==> src/rtl/tp_status_out.sv <==
module tp_status_out (
  input  logic clk,
  input  logic rst_n,
  input  logic tx_act,
  input  logic rx_act,
  input  logic link_ok,
  input  logic jabber,
  input  logic sleep,
  input  logic pins_en,
  output logic tx_en_o,
  output logic rx_crs_o,
  output logic coll_o,
  output logic pins_oe,
  output logic mac_coll,
  output logic coll_err
);

  logic seen_q, tx_d;
  logic run, oe_n, txe_n, crs_n, col_n, err_n;

  assign run   = ~sleep & link_ok;
  assign oe_n  = ~sleep & pins_en & (seen_q | link_ok);
  assign txe_n = run & ~jabber & tx_act;
  assign crs_n = run & rx_act;
  assign col_n = run & (jabber | (tx_act & rx_act));
  assign err_n = ~sleep & ~link_ok & tx_d & ~tx_act;

  always_ff @(posedge clk or negedge rst_n) begin
    if (!rst_n) begin
      seen_q   <= 1'b0;
      tx_d     <= 1'b0;
      pins_oe  <= 1'b0;
      tx_en_o  <= 1'b0;
      rx_crs_o <= 1'b0;
      coll_o   <= 1'b0;
      mac_coll <= 1'b0;
      coll_err <= 1'b0;
    end else begin
      seen_q   <= seen_q | link_ok;
      tx_d     <= tx_act;
      pins_oe  <= oe_n;
      tx_en_o  <= oe_n & txe_n;
      rx_crs_o <= oe_n & crs_n;
      coll_o   <= oe_n & col_n;
      mac_coll <= col_n;
      coll_err <= err_n;
    end
  end

endmodule

==> config.mk <==
export PLATFORM = sky130hd
export DESIGN_NAME = tp_status_out
export DESIGN_NICKNAME = d
export VERILOG_FILES = /design/src/rtl/tp_status_out.sv
export SDC_FILE = /design/constraint.sdc
export NUM_CORES = 1
export LEC_CHECK = 0
export BUFFER_PORTS_ARGS = -buffer_cell sky130_fd_sc_hd__buf_2
export CAP_MARGIN = 40
export CORE_AREA = 2 2 39 41
export CTS_BUF_LIST = sky130_fd_sc_hd__clkbuf_16
export DETAILED_ROUTE_END_ITERATION = 12
export DIE_AREA = 0 0 41 43
export SYNTH_ARGS = -nofsm -noshare
export SYNTH_HDL_FRONTEND = slang
export SYNTH_SLANG_ARGS = --single-unit
==> constraint.sdc <==
create_clock -name clk -period 1 [get_ports clk]
set_input_delay 0.2 -clock clk [delete_from_list [all_inputs] [get_ports clk]]
set_output_delay 0.2 -clock clk [all_outputs]
set_load 0.02 [all_outputs]
# Yosys cells after proc, flatten, opt, wreduce, memory -nomap -nowiden
# Index checks and enable logic that the tools add are counted.
# Widths: inputs -> output; s select.
word_totals:
  ff_bits: 8
  input_bits: 8
  output_inout_bits: 6
  elab_cells: 28
op_classes:
  bitwise: 20
ops:
  columns: ["cell", "n"]
  rows:
  - ["$and 1x1->1", 14]
  - ["$not 1->1", 4]
  - ["$or 1x1->1", 2]

# Depth between registers and ports, before layout
depth:
  depth_word: 5
  ltp_mapped: 2
  depth_no_buf: 2

# Worst setup path after synthesis
# No wires, ideal clock.
synth_path:
  path_type: "register to register"
  startpoint: "register seen_q"
  endpoint: "register pins_oe"
  setup_ns: 0.120
  arrival_ns: 0.698
  required_time_ns: 0.880
  slack_ns: 0.182
  stages_incl_launch_ff: 3
  synth_period_minus_slack_ns: 0.818
  cell_sequence: "dfrtp_1 or2_1 and3b_1"
synth_between:
  elab_chain_cells: 2
synth_rtl:
  columns: ["element", "line_no", "source"]
  rows:
  - ["start, declared", "18", "logic seen_q, tx_d;"]
  - ["start signal, assigned", "39", "seen_q <= seen_q | link_ok;"]
  - ["$or 1x1->1", "22", "assign oe_n = ~sleep & pins_en & (seen_q | link_ok);"]
  - ["$and 1x1->1", "22", null]
  - ["net oe_n", "19", "logic run, oe_n, txe_n, crs_n, col_n, err_n;"]
  - ["end signal, assigned", "41", "pins_oe <= oe_n;"]
  - ["end, declared", "13", "output logic pins_oe,"]
# The timed path passes the listed nets, and every way through them passes these cells.

# Final worst setup path
layout_path:
  startpoint: "register coll_err"
  endpoint: "output coll_err"
layout_rtl:
  columns: ["element", "line_no", "source"]
  rows:
  - ["start, declared", "15", "output logic coll_err"]
  - ["start signal, assigned", "46", "coll_err <= err_n;"]
# No word-level cell between the ends.

==> flow_summary.ini <==
[run_status]
status = complete, no violations

[worst_setup_path]
cp.required_ps = 800
critPathTopFamily = flip-flops
cpPeakStageDelay_ps = 350
path_cells = buf_2
crit_fanout = 1
critical_path_cell_count = 1
cpMaxStageDelayCell = dfrtp_1
reg2reg_depth = 2
path_class = flip-flop to output pin
worstSetupStartpointType = flip-flop
critPathArrivalTime_ps = 730
cp-end-kind = output pin
worst-path-buf-inv = 1

[global_route]
grt_start_max_net_pins = 9
antenna_found_initial = 0
track_usage_pct = 8.020
grt_overflow = 0
grt_pass1_wl_um = 779
grt_pass1_vias = 176

[cts]
cts_buffers = 3
clkTransAtPathRegs_ps = 40
cts_tree = done
cts_buffer_depth = 2
cts_resized = 0
cts.sinks = 8
cts_root_buf = clkbuf_16
htreeDepth = 1
worstSkewPairLatency_ps = 230
cts_hold_buf = 1
cts_setup_buffers = 0

[placed_design]
io_buffers = 13
post-dp-hpwl_um = 413.6
routabilityCongestion = 0.7010

[worst_hold_path]
whs_path_depth = 1
hp-class = input port to flip-flop

[logic_synthesis]
ys_warn_count = 0
syn_avg_cell_area_sq_um = 14.88
ys_seq_area_share_pct = 74.77
synth_cell_types = 10
synth.area.top_cells = dfrtp_1 75%, nor3b_2 4.7%, and3b_1 3.3%, nor4b_1 3.3%, nand3b_1 2.8%
synth.ff_latch_count = 8
yosysTopAreaCellShare_pct = 74.77
syn_nets = 26
synth_area_sq_um = 267.8
synth_largest_area_cell = dfrtp_1
syn_inst = 18

[finish]
n_antenna_cell = 0
layout_common_cells = 13 x buf_2, 8 x dfrtp_1, 3 x clkbuf_16
area_growth_pct = 63.55
layout_commonest_cell = buf_2
drive_above_1_share_pct = 48.57
seq_area_sq_um = 200.2
multi_input_area_sq_um = 63.81
fin_nets = 45
filler_cell_count = 143

[route]
drt_iter0_markers = 1
wl_per_cell_um = 10.92
route.vias.total = 203
wl_um = 557
dr.pass1.iters = 2
drc = 0
ant_nets = 0
avgViaCountPerCell = 3.980

[timing]
tightest_slew_ps = 243.9
hold_ws_ps = 117.1
clock_skew_ps = 0.05224
slew_headroom_pct = 83.51
timing.final.crit_share_pct = 93.19
setup-violations-final = 0
rsz0062_at_grt = false
report.final.slew_viol_count = 0
tns_ps = 0
hold_viol = 0
period_needed_ps = 931.9
fmax_ghz = 1.073

[floorplan]
dieArea_sq_um = 1763
rows = 14
dieWidth_um = 41
ios = 14
start_util_pct = 19.35
core_area_sq_um = 1384
die_h_um = 43

[power]
power.density_nw_per_um2 = 2432
ir_drop_uv = 894.6
p_leak_nw = 0.2268

[flow_run]
maxCapViolCount = 0
-- synth_stat cells (all sizes together) --
cell,n
a21oi,1
or2,1
and3b,1
nor4b,1
nand3b,1
dfrtp,8
nor3b,2
nor2,2
inv,1
-- state kept, by name, summed over array words and instances (netlist names) --
signal,flops
coll_err,1
tx_en_o,1
pins_oe,1
tx_d,1
coll_o,1
seen_q,1
rx_crs_o,1
mac_coll,1
-- routing by layer --
| metal | global-route usage [%] | part of all wire (%) | vias up |
|---|---|---|---|
| met5 | 0 | 0 | - |
| met1 | 8.333 | 39 | 91 |
| met3 | 1.571 | 9.9 | 4 |
| met4 | 16.00 | 9.3 | 0 |
| li1 | - | - | 94 |
| met2 | 8.438 | 42 | 14 |
-- layout make-up --
class	instances	share of cell area (%)
sequential	8	45.71
clock buffer	3	17.14
inverter	1	0.8571
tap	16	4.571
multi-input combinational	9	14.57
timing repair buffer	14	17.14
-- cells by family (layout without fill, tap and decap cells) --
logic type             count (synthesis)  count (layout)  share of synthesized area (%)
and+or+nand+nor                        8               8                          21.97
AOI/OAI and AO/OA                      1               1                          1.867
DFF                                    8               8                          74.77
buffers and inverters                  1              18                          1.401
-- report_power, final --
group	switching, mW	internal (mW)	total (mW)
Combinational	0.0345	0.0252	0.0597
Clock	0.153	0.515	0.668
Sequential	0.00186	0.335	0.337
-- per-stage QoR --
step | total power [mW] | std cells | worst slack (ps) | utilization (%) | cell area, sq um
floorplan | 0.3641 | 18 | 182.0 | - | 267.8
global placement | 0.3978 | 47 | 163.3 | 25.50 | 352.8
detailed placement | 0.3996 | 47 | 140.8 | 25.50 | 352.8
CTS | 1.076 | 51 | 60.60 | 31.65 | 437.9
global route | 1.096 | 51 | 44.42 | 31.65 | 437.9
finish | 1.065 | 51 | 68.07 | 31.65 | 437.9
-- path summary, 6_finish.rpt --
kind                                          from                 end  slack, ps
worst max register to register    seen_q$_DFF_PN0_   pins_oe$_DFF_PN0_        140
worst max-delay path            coll_err$_DFF_PN0_            coll_err         70
max in group asynchronous                    rst_n  rx_crs_o$_DFF_PN0_        510
worst min-delay path                        tx_act      tx_d$_DFF_PN0_        120
worst min register to register    seen_q$_DFF_PN0_    seen_q$_DFF_PN0_        450
min in group asynchronous                    rst_n      tx_d$_DFF_PN0_        330
No activity file was read; power rests on OpenSTA's default activity.
